--- config.mk ---
export PLATFORM = sky130hd
export DESIGN_NAME = illegal_cond_rst_det
export DESIGN_NICKNAME = d
export VERILOG_FILES = /design/src/rtl/illegal_cond_rst_det.sv
export SDC_FILE = /design/constraint.sdc
export NUM_CORES = 1
export LEC_CHECK = 0
export BUFFER_PORTS_ARGS = -buffer_cell sky130_fd_sc_hd__buf_2
export CORE_AREA = 5 5 64 124
export CTS_BUF_LIST = sky130_fd_sc_hd__clkbuf_16
export DETAILED_ROUTE_END_ITERATION = 6
export DIE_AREA = 0 0 69 129
export GPL_TIMING_DRIVEN = 0
export PLACE_DENSITY_LB_ADDON = 0.12
export SLEW_MARGIN = 5
export SYNTH_ARGS = -nofsm -noshare
export SYNTH_HDL_FRONTEND = slang
export SYNTH_SLANG_ARGS = --single-unit
--- constraint.sdc ---
create_clock -name clk_i -period 2.8 [get_ports clk_i]
set_input_delay 0.56 -clock clk_i [delete_from_list [all_inputs] [get_ports clk_i]]
set_output_delay 0.56 -clock clk_i [all_outputs]
set_load 0.005 [all_outputs]
--- src/rtl/illegal_cond_rst_det.sv ---
module illegal_cond_rst_det #(
  parameter int INSN_W = 24,
  parameter int OPC_W = 8,
  parameter logic [OPC_W-1:0] BAD_OPC = 8'h3F,
  parameter int NREG = 16,
  parameter int AW = 16,
  parameter int NSEG = 2
) (
  input  logic                clk_i,
  input  logic                rst_ni,
  input  logic                fetch_vld_i,
  input  logic [INSN_W-1:0]   fetch_word_i,
  input  logic                wr_vld_i,
  input  logic [$clog2(NREG)-1:0] wr_idx_i,
  input  logic                ptr_vld_i,
  input  logic [$clog2(NREG)-1:0] ptr_idx_i,
  input  logic                pcl_vld_i,
  input  logic                pcl_vec_i,
  input  logic [AW-1:0]       pcl_tgt_i,
  input  logic [NSEG*AW-1:0]  seg_lo_i,
  input  logic [NSEG*AW-1:0]  seg_hi_i,
  input  logic [NSEG*AW-1:0]  seg_entry_i,
  output logic                rst_req_o,
  output logic [3:0]          cause_o
);

  localparam logic [NREG-1:0] RST_MASK = {1'b1, {(NREG-1){1'b0}}};

  logic [NREG-1:0] init_mask;
  logic [NSEG-1:0] seg_bad;
  logic [3:0]      hit;

  for (genvar g = 0; g < NSEG; g++) begin : g_seg
    logic [AW-1:0] lo, hi, ent;
    assign lo  = seg_lo_i[g*AW +: AW];
    assign hi  = seg_hi_i[g*AW +: AW];
    assign ent = seg_entry_i[g*AW +: AW];
    assign seg_bad[g] = (pcl_tgt_i >= lo) && (pcl_tgt_i <= hi) && (pcl_tgt_i != ent);
  end

  assign hit[0] = fetch_vld_i && (fetch_word_i[INSN_W-1 -: OPC_W] == BAD_OPC);
  assign hit[1] = ptr_vld_i && !init_mask[ptr_idx_i];
  assign hit[2] = pcl_vld_i && !pcl_vec_i && (|seg_bad);
  assign hit[3] = pcl_vld_i &&  pcl_vec_i && (|seg_bad);

  always_ff @(posedge clk_i or negedge rst_ni) begin
    if (!rst_ni) begin
      rst_req_o <= 1'b0;
      cause_o   <= '0;
      init_mask <= RST_MASK;
    end else if (rst_req_o) begin
      rst_req_o <= 1'b0;
      cause_o   <= '0;
    end else if (|hit) begin
      rst_req_o <= 1'b1;
      cause_o   <= hit;
      init_mask <= RST_MASK;
    end else if (wr_vld_i) begin
      init_mask[wr_idx_i] <= 1'b1;
    end
  end

  assert_opcode_req_R1: assert property (@(posedge clk_i) disable iff (!rst_ni)
    (fetch_vld_i && fetch_word_i[INSN_W-1 -: OPC_W] == BAD_OPC && !rst_req_o) |=> (rst_req_o && cause_o[0]));

  assert_write_marks_R2: assert property (@(posedge clk_i) disable iff (!rst_ni)
    (wr_vld_i && !rst_req_o && hit == 4'b0) |=> init_mask[$past(wr_idx_i)]);

  assert_w15_init_R3: assert property (@(posedge clk_i) disable iff (!rst_ni)
    init_mask[NREG-1]);

  assert_single_pulse_R6: assert property (@(posedge clk_i) disable iff (!rst_ni)
    rst_req_o |=> !rst_req_o);

  assert_cause_quiet_R6: assert property (@(posedge clk_i) disable iff (!rst_ni)
    !rst_req_o |-> (cause_o == 4'b0));

  assert_req_has_cause_R6: assert property (@(posedge clk_i) disable iff (!rst_ni)
    rst_req_o |-> (cause_o != 4'b0));

  assert_req_cycle_frozen_R7: assert property (@(posedge clk_i) disable iff (!rst_ni)
    rst_req_o |=> $stable(init_mask));

  assert_mask_reset_R7: assert property (@(posedge clk_i) disable iff (!rst_ni)
    rst_req_o |-> (init_mask == RST_MASK));

endmodule

# Word level (Yosys, flattened, before mapping)

Index checks and enable logic that the tools add are counted.

Shifts and indexed selects: 0
Reduce and logical (&&, ||, !) cells: 18
Equality and inequality tests: 3
Add/sub/neg operators: 0
Bitwise logic cells: 2
Div/mod/pow operators: 0
$lt $le $gt $ge: 7
Multiplexer cells: 10
$mul: 0

Operators by type and width:

| cell                                                               | number |
|---|---|
| greater-or-equal comparator 16 bit                                 | 2 |
| <= comparator 16 bit                                               | 2 |
| 2-to-1 mux 16 bit                                                  | 2 |
| != test 16 bit                                                     | 2 |
| bitwise OR 16 bit                                                  | 1 |
| logical AND 1 bit                                                  | 11 |
| < comparator 4 x 5 -> 1 bit (second input constant)                | 2 |
| equality test 8 x 6 -> 1 bit (second input constant)               | 1 |
| 2-to-1 mux 4 bit                                                   | 2 |
| binary-select mux 1 bit (select 4 bit)                             | 1 |
| demux 1 bit (select 4 bit)                                         | 1 |
| greater-or-equal comparator 4 x 1 -> 1 bit (second input constant) | 1 |
| 2-to-1 mux 1 bit                                                   | 4 |
| nonzero test 2 bit                                                 | 2 |
| OR reduction 4 bit                                                 | 1 |
| zero test 1 bit                                                    | 2 |
| AND reduction 2 bit                                                | 1 |
| OR reduction 2 bit                                                 | 1 |
| NOT 1 bit                                                          | 1 |

Word-level logic and storage cells: 43
Memories kept: 0
Latch bits: 0
Memory bits (writable): 0
Input bits: 151
Flip-flop bits (word level): 21
Memory bits (read-only): 0
Output and inout port bits: 5

# Longest topological paths before layout

Gate-level depths: netlist of run 1.

Depth after elaboration: 8
Gate-level depth with buffers: 9
Gate-level depth less buffers: 9

# Worst setup path before layout of run 1

OpenSTA, ideal clock, no wires.

Kind: input -> register
Start: input port seg_hi_i[30]
End: register init_mask[11]
Setup time: 121 ps
Cell stages on the path: 9
Data required time: 2679 ps
Path buffers: 0
Arrival time: 2616 ps
Path slack: 63 ps
Cells stage by stage: inv_1 -> ha_1 -> a21oi_1 -> nand2_1 -> a221o_1 -> o31a_1 -> o41ai_4 -> o21bai_4 -> a22o_1

Word-level cells in the longest chain between the ends: 8
Elaborated cells on any way between the ends: 10
Those cells by class: order compare: 1; mux: 1; reduce/logical: 8

Ends and longest elaborated chain:

| item                                        | line   | text |
|---|---|---|
| start: declaration                          | 21     | `input logic [NSEG*AW-1:0] seg_hi_i,` |
| <= comparator 16 bit (*)                    | 38     | `assign seg_bad[g] = (pcl_tgt_i >= lo) && (pcl_tgt_i <= hi) && (pcl_tgt_i != ent);` |
| logical AND 1 bit (*) (2 in a row)          | 38     |  |
| OR reduction 2 bit (*)                      | 43, 44 |  |
| logical AND 1 bit, on equally long branches | 43, 44 |  |
| OR reduction 4 bit (*)                      | 54     | `end else if (\|hit) begin` |
| nonzero test 2 bit (no line)                | -      |  |
| AND reduction 2 bit (no line)               | -      |  |
| end signal: assignment                      | 50     | `init_mask <= RST_MASK;` |
| end signal: assignment                      | 57     | `init_mask <= RST_MASK;` |
| end signal: indexed assignment              | 59     | `init_mask[wr_idx_i] <= 1'b1;` |
| end: declaration                            | 29     | `logic [NREG-1:0] init_mask;` |

Mark *: on every way between the ends. The rest lies on a longest branch, timed or not.
A chain may end at the register's enable or synchronous reset.

# Worst setup path after layout of run 1

Start: input port pcl_tgt_i[10]
End: register init_mask[11]

Word-level cells in the longest chain between the ends: 8
Elaborated cells on any way between the ends: 17
Those cells by class: order compare: 4; eq/ne: 2; mux: 1; reduce/logical: 10

Ends and longest elaborated chain:

| item                                                                       | line   | text |
|---|---|---|
| start: declaration                                                         | 19     | `input logic [AW-1:0] pcl_tgt_i,` |
| greater-or-equal comparator 16 bit or <= comparator 16 bit (tied branches) | 38     |  |
| logical AND 1 bit (2 in a row)                                             | 38     |  |
| OR reduction 2 bit (*)                                                     | 43, 44 |  |
| logical AND 1 bit, on equally long branches                                | 43, 44 |  |
| OR reduction 4 bit (*)                                                     | 54     |  |
| nonzero test 2 bit (no line)                                               | -      |  |
| AND reduction 2 bit (no line)                                              | -      |  |

Marked as above.

==> results.yml, run 1 <==
die:
  core_um2: 6887
  die_w_um: 69
  die_area_um2: 8901
  num_rows: 43
  die_h_um: 129
  pin_count: 156
  initial_core_util_pct: 45.24
routing:
  firstDrtPassIters: 4
  finalWirelength_um: 10310
  first_iter_violations: 78
  drc_errors: 0
  vias: 3184
  ant_nets: 0
  wl_per_cell_um: 17.27
  viasPerCell: 5.333
pwr:
  power.leakage_nw: 2.299
  power.density_nw_per_um2: 284.0
  power.total_w: 0.001161
  peakVddDrop_uv: 461.3
logic_synthesis:
  synth_nets: 577
  yosysTopAreaCellShare_pct: 25.70
  async_flop_share_pct: 100.0
  avgSynthCellArea_um2: 8.606
  netlist_area_um2: 3115
  synth_top_flop_cell: "dfrtp_1"
  ys_seq_elements: 21
  synth_compound_area_share_pct: 18.67
  netlist_instances: 362
  synth_top_family_by_area: "adder cells"
  yosysUniqueCellTypes: 50
  synth_xor_xnor_area_share_pct: 8.996
  synth_largest_area_cell: "ha_1"
  synth-simple-area-share_pct: 17.43
  synth-edff-count: 0
  synthAdderAreaFrac_pct: 25.70
  yosys-top-cells-area: "ha_1 26%, dfrtp_1 16%, xnor2_1 9.0%"
  ys_seq_area_share_pct: 16.91
  synth_warnings: 0
  synth_mux_area_share_pct: 4.096
timing:
  min_period_ps: 2710
  final-setup-viol-count: 0
  clock_skew_ps: 1.603
  relSlewSlack_pct: 49.46
  worst_pin_slew_ps: 751.1
  drv_slew: 0
  rsz0062_at_grt: "true"
  max_freq_ghz: 0.3689
  hold_violations: 0
  period_share_pct: 96.80
global_routing:
  grt_pass1_wl_um: 16080
  grt_max_degree: 22
  grt_overflow_total: 0
  antenna_found_initial: 0
  grt.total_usage_pct: 22.90
  grt_pass1_vias: 3364
cts:
  cts_tree: "built"
  clk_pin_slew_worst_paths_ps: 60
  cts_buffer_depth: 2
  cts_made_buffers: 3
  cts_root_buf: "clkbuf_16"
  htree_levels: 1
  cts_sinks: 21
  holdBufCountCts: 0
  clk_latency_ps: 260
setup_path:
  worstSetupPathType: "input port to flop"
  worstPathArrival_ps: 2850
  end_kind: "flop"
  r2r_slack_ps: 360
  cp_max_fo: 6
  cp-start-kind: "input port"
  required_ps: 2940
place:
  gp_congestion: 0.9944
  dp_hpwl_um: 9028
  place_area_um2: 3919
  io_buffer_count: 138
final_layout:
  diodes: 0
  layout_commonest_cell: "buf_2"
  fill_cells: 675
  area_delta_synth_final_pct: 31.16
  final_layout_size_suffix_gt1_share_pct: 31.76
  final_cell_mix: "138 x buf_2, 66 x inv_1, 64 x ha_1, 32 x xnor2_1, 25 x a21oi_1"
  final_cell_area_um2: 4086
  fin_nets: 723
outcome:
  status: "complete, no violations"
job:
  drv_cap: 0
hold_path:
  worstHoldPathType: "input port to async pin"
## state kept, by name (all words and copies together), names as in the netlist
register   cells
cause_o        4
init_mask     16
rst_req_o      1
## critical path, cell delays in order
cell      delay, ps
buf_2           160
ha_1            320
nand4_1         240
nor2_1           70
a221o_1         320
o31a_1          330
o41ai_4         310
buf_6           180
o21bai_4        100
a22o_1          250
## per-stage QoR
step	std cells	setup WS [ps]	utilization [%]	setup TNS [ps]	hold slack, ps
6_report	597	89.58	59.34	0	255.7
5_1_grt	597	-15.53	59.34	-16.49	289.3
4_1_cts	596	3.748	58.67	0	274.3
3_5_place_dp	590	-406.3	56.90	-6002	497.2
3_3_place_gp	590	-377.9	56.90	-5514	482.2
2_1_floorplan	362	62.67	-	0	264.4
## power by group
part / internal, W / switching, W / total [W] / leakage (nW)
Clock: 0.000192 / 0.000112 / 0.000303 / 0.0409
Sequential: 0.000320 / 0.0000182 / 0.000338 / 0.285
Combinational: 0.000247 / 0.000272 / 0.000519 / 1.97
## what timing repair did
action,CTS,global route
setup buffers,2,1
resized for setup,4,9
endpoints found under the setup margin,13,18
endpoints found under the hold margin,0,0
pin swaps,1,8
## layer usage
metal | part of all wire [%] | GRT usage (%)
met1 | 34 | 21.46
met2 | 58 | 47.30
met3 | 4.8 | 3.597
met4 | 3.9 | 9.666
met5 | 0 | 0
## cell usage after synthesis (5+ instances only)
master	count
ha_1	64
and2_1	10
nand3_1	7
xnor2_1	32
o21ai_0	10
nor2_1	10
and4_1	5
a21oi_1	26
nand2_1	17
o22a_1	9
o211ai_1	6
nand2b_1	5
inv_1	66
dfrtp_1	20
nand4_1	14
## worst paths after layout
check | start | end | cells past startpoint
setup / recovery | pcl_tgt_i[10] | init_mask[11] | 10
hold / removal | rst_ni | init_mask[9] | 1
setup reg to reg | init_mask[9] | init_mask[11] | 8
hold reg to reg | init_mask[11] | init_mask[11] | 1
max in group asynchronous | rst_ni | init_mask[15] | 1
min in group clk_i | init_mask[11] | init_mask[11] | 1
## cell type report
class	count	area (um^2)	area share (%)
Tap cell	90	112.6	2.756
Clock inverter	1	5.005	0.1225
Multi-Input combinational cell	273	2395	58.60
Timing Repair Buffer	141	716.9	17.54
Clock buffer	3	75.07	1.837
Inverter	66	247.7	6.062
Buffer	2	7.507	0.1837
Sequential cell	21	526.8	12.89
## cells by family after synthesis
logic type | after synthesis
flops | 21
fa+ha+maj | 64
compound gates | 81
buf+inv | 68
mux | 5
xor+xnor | 32
simple gates | 91
Power figures use the tool's default switching activity.
==> inputs of run 2 (changes only) <==
Settings changed: CELL_PAD_IN_SITES_DETAIL_PLACEMENT from default to 1, CELL_PAD_IN_SITES_GLOBAL_PLACEMENT from default to 1, CORE_AREA 5 5 64 124 to 5 5 75 146, DIE_AREA 0 0 69 129 to 0 0 80 151.
==> run 2 against run 1 <==
Effect of this change:
- critical path depth down 1
- non-clock buffer count is 2 higher
- register-to-register slack hardly changed
- clock power is 3% higher
- final area rose by 4.4%
- largest power group unchanged
- highest routed layer unchanged
- maximum frequency is 0.21% lower
- sequential power about the same
- largest cell class unchanged
- total power rose by 3.2%
- flip-flop and latch count unchanged
- wire length up 14%
==> results.yml, run 2 (synthesis gave the netlist of run 1 again) <==
die:
  num_rows: 51
  die_w_um: 80
  initial_core_util_pct: 32.12
  die_h_um: 151
  pin_count: 156
  die_area_um2: 12080
  core_um2: 9699
timing:
  min_period_ps: 2716
  worst_pin_slew_ps: 728.4
  final-setup-viol-count: 0
  hold_violations: 0
  relSlewSlack_pct: 50.99
  rsz0062_at_grt: "true"
  period_share_pct: 97.00
  clock_skew_ps: 3.417
  drv_slew: 0
  max_freq_ghz: 0.3682
global_routing:
  use_met2_pct: 41.90
  grt_overflow_total: 0
  grt_pass1_wl_um: 17730
  grt_max_degree: 22
  grtUsageMet3_pct: 1.964
  grtUsageMet1_pct: 16.65
  grt_busiest_layer: "met2"
  grt.total_usage_pct: 19.19
  antenna_found_initial: 0
  grt_pass1_vias: 3730
cts:
  cts_sinks: 21
  cts_root_buf: "clkbuf_16"
  cts_made_buffers: 3
  htree_levels: 1
  clk_latency_ps: 260
  cts_buffer_depth: 2
  cts_tree: "built"
  holdBufCountCts: 0
  clk_pin_slew_worst_paths_ps: 60
routing:
  wl_per_cell_um: 18.34
  firstDrtPassIters: 4
  ant_nets: 0
  first_iter_violations: 65
  drc_errors: 0
  viasPerCell: 5.083
  vias: 3258
  finalWirelength_um: 11750
final_layout:
  final_cell_mix: "131 x buf_2, 62 x inv_1, 59 x ha_1, 32 x xnor2_1, 23 x a21oi_1"
  area_delta_synth_final_pct: 36.91
  final_layout_size_suffix_gt1_share_pct: 34.58
  max_flop_register: "init_mask"
  reg.largest.list: "init_mask x16, cause_o x4, rst_req_o x1"
  largest_register_ffs: 16
  fin_util_pct: 43.98
  final_cell_area_um2: 4265
  fin_nets: 725
  diodes: 0
  layout_commonest_cell: "buf_2"
setup_path:
  required_ps: 2980
  crit_buf_inv: 1
  cp_max_fo: 6
  slowest_stage: "o32a_1"
  end_kind: "flop"
  cpPeakStageDelay_ps: 460
  cp_cell_sequence: "clkbuf_4 > ha_1 > nand4_1 > nor2_1 > a221o_1 > o31a_1 > o32a_1 > or3_1 > a21oi_1"
  crit_family: "compound AO/OA/AOI/OAI gates"
  cp-start-kind: "input port"
  worstSetupPathType: "input port to flop"
  worstPathArrival_ps: 2900
place:
  gp_congestion: 0.8512
  place_area_um2: 3971
  dp_hpwl_um: 10470
  io_buffer_count: 138
hold_path:
  worstHoldPathType: "input port to async pin"
outcome:
  status: "complete, no violations"
pwr:
  peakVddDrop_uv: 493.8
  power.leakage_nw: 2.315
  power.density_nw_per_um2: 280.9
job:
  drv_cap: 0
-- run 2: cell type report --
cell class | count | area (um^2)
Fill cell | 1247 | 5434
Multi-Input combinational cell | 273 | 2459
Timing Repair Buffer | 143 | 777.0
Sequential cell | 21 | 526.8
Inverter | 66 | 247.7
Tap cell | 132 | 165.2
Clock buffer | 3 | 75.07
Clock inverter | 1 | 7.507
Buffer | 2 | 7.507
-- run 2: repair_timing --
action,in CTS,in global routing
endpoints found under the setup margin,21,13
pin swaps,5,12
buffers inserted,3,2
gates resized for setup,8,33
-- run 2: worst paths after layout --
check | slack, ps | from | cells after the start | end
min in group clk_i | 510 | init_mask[11] | 1 | init_mask[11]
max in group asynchronous | 2170 | rst_ni | 1 | init_mask[15]
max | 80 | pcl_tgt_i[15] | 9 | cause_o[2]
min | 260 | rst_ni | 1 | init_mask[9]
max reg2reg | 360 | init_mask[13] | 9 | init_mask[14]
min reg2reg | 510 | init_mask[11] | 1 | init_mask[11]
-- run 2: power breakdown --
group | internal (W) | switching (W)
clock | 0.000194 | 0.000118
sequential | 0.000320 | 0.0000180
combinational | 0.000263 | 0.000285
total | 0.000777 | 0.000421
-- run 2: metrics by stage --
step | hold slack (ps) | setup TNS, ps | setup WS [ps] | total power, W | instances
2_1_floorplan | 264.4 | 0 | 62.67 | 0.0006132 | 362
3_3_place_gp | 482.4 | -7480 | -464.3 | 0.0008363 | 632
3_5_place_dp | 497.7 | -8383 | -511.8 | 0.0008577 | 632
4_1_cts | 277.1 | 0 | 7.357 | 0.001192 | 639
5_1_grt | 294.4 | -9.207 | -6.556 | 0.001289 | 641
6_report | 264.8 | 0 | 83.97 | 0.001198 | 641
-- run 2: metal layers --
metal / vias up / wire length [um]
met5: - / 0
met4: 0 / 410
met3: 18 / 532
met2: 101 / 7178
met1: 1543 / 3631
li1: 1596 / -
==> inputs of run 3 (changes only) <==
Settings changed: CORE_AREA 5 5 75 146 to 5 5 104 106, DIE_AREA 0 0 80 151 to 0 0 109 111.
==> run 3 against run 2 <==
Effect of this change:
- sequential power is essentially flat
- non-clock buffer count shrank 1
- global-route usage shrank 1.5 points
==> results.yml, run 3 (synthesis gave the netlist of run 1 again) <==
routing:
  vias: 3233
  wl_per_cell_um: 17.09
  first_iter_violations: 78
  ant_nets: 0
  viasPerCell: 5.036
  drc_errors: 0
  finalWirelength_um: 10970
  firstDrtPassIters: 4
final_layout:
  fin_nets: 724
  multi_input_area_um2: 2429
  reg.largest.list: "init_mask x16, cause_o x4, rst_req_o x1"
  area_delta_synth_final_pct: 34.18
  largest_register_ffs: 16
  seqCellArea_um2: 526.8
  final_layout_size_suffix_gt1_share_pct: 32.48
  max_flop_register: "init_mask"
  final_cell_mix: "138 x buf_2, 66 x inv_1, 63 x ha_1, 32 x xnor2_1, 25 x a21oi_1"
  fill_cells: 1207
  layout_commonest_cell: "buf_2"
global_routing:
  grt.total_usage_pct: 17.73
  antenna_found_initial: 0
  grt_pass1_vias: 3547
  grt_pass1_wl_um: 17220
  grt_max_degree: 22
  grt_overflow_total: 0
timing:
  final-setup-viol-count: 0
  clock_skew_ps: 3.351
  worst_pin_slew_ps: 807.9
  hold_violations: 0
  max_freq_ghz: 0.3713
  holdWs_ps: 259.9
  relSlewSlack_pct: 45.65
  period_share_pct: 96.18
  min_period_ps: 2693
  drv_slew: 0
  setup_slack_ps: 106.8
cts:
  clk_latency_ps: 250
  cts_tree: "built"
  clk_pin_slew_worst_paths_ps: 60
  cts_buffer_depth: 2
  cts_sinks: 21
  cts_made_buffers: 3
  cts_root_buf: "clkbuf_16"
  htree_levels: 1
setup_path:
  worstSetupPathType: "input port to flop"
  cp_max_fo: 6
  cp-start-kind: "input port"
  required_ps: 2980
  end_kind: "flop"
  worstPathArrival_ps: 2870
hold_path:
  worstHoldPathType: "input port to async pin"
die:
  core_um2: 9684
  die_area_um2: 12100
  pin_count: 156
  die_h_um: 111
  die_w_um: 109
  initial_core_util_pct: 32.17
  num_rows: 36
pwr:
  power.leakage_nw: 2.315
  power_switching_w: 0.0004065
  power.density_nw_per_um2: 279.6
  peakVddDrop_uv: 369.5
  combPwrFrac_pct: 45.1
  seqPwrFrac_pct: 29.0
  p_int_w: 0.0007623
  clock_power_share_pct: 25.9
  swShare_pct: 34.78
job:
  drv_cap: 0
place:
  gp_congestion: 0.8181
  place_ws_ps: -571.6
  dp_hpwl_um: 9320
  io_buffer_count: 138
outcome:
  status: "complete, no violations"
-- run 3: metrics by stage --
stage	setup TNS [ps]	utilization, %	cells	total power (W)	cell area (um^2)
after floorplan	0	-	362	0.0006132	3115
after global placement	-8504	41.02	633	0.0008261	3973
after detailed placement	-9758	41.02	633	0.0008478	3973
after CTS	-16.34	42.26	639	0.001162	4093
after global routing	-1.241	43.14	641	0.001263	4178
final	0	43.17	642	0.001169	4180
-- run 3: cell type report --
type                            count  area share [%]
Timing Repair Buffer              142           17.24
Buffer                              2          0.1796
Sequential cell                    21           12.60
Clock buffer                        3           1.796
Multi-Input combinational cell    273           58.10
Tap cell                          133           3.981
Antenna cell                        1         0.05986
Inverter                           66           5.926
Clock inverter                      1          0.1197
-- run 3: critical path, cell delays in order --
cell	delay, ps
buf_2	160
ha_1	330
and4_2	290
o211ai_1	110
or4_1	420
a31o_1	270
o32a_1	270
or3_1	340
a21oi_1	120
-- run 3: what timing repair did --
item | 4_1_cts | 5_1_grt
gates cloned | 0 | 0
hold endpoints to repair | 0 | 0
gates resized for setup | 6 | 13
hold buffers | 0 | 0
setup buffers | 2 | 2
pin swaps | 2 | 7
setup endpoints to repair | 21 | 17
-- run 3: path summary, 6_finish.rpt --
check                               from       endpoint  slack [ps]  depth (start not counted)
max                        pcl_tgt_i[15]     cause_o[2]         110                          9
min                               rst_ni  init_mask[12]         260                          1
max reg2reg                init_mask[13]  init_mask[11]         380                          8
min reg2reg                 init_mask[5]   init_mask[5]         530                          1
max in group asynchronous         rst_ni  init_mask[15]        2190                          1
min in group clk_i          init_mask[5]   init_mask[5]         530                          1
-- run 3: per-layer routing --
layer,global-route usage (%),part of all wire (%)
met3,2.271,6.2
met1,21.66,42
met4,2.609,0.59
met2,33.09,51
met5,0,0
-- run 3: power by group through the flow --
stage	registers, W	clock network (W)	logic, W
5_1_grt	0.000342	0.000320	0.000601
2_1_floorplan	0.000337	0	0.000276
3_5_place_dp	0.000345	0	0.000503
4_1_cts	0.000340	0.000306	0.000516
6_report	0.000339	0.000302	0.000528
3_3_place_gp	0.000343	0	0.000484
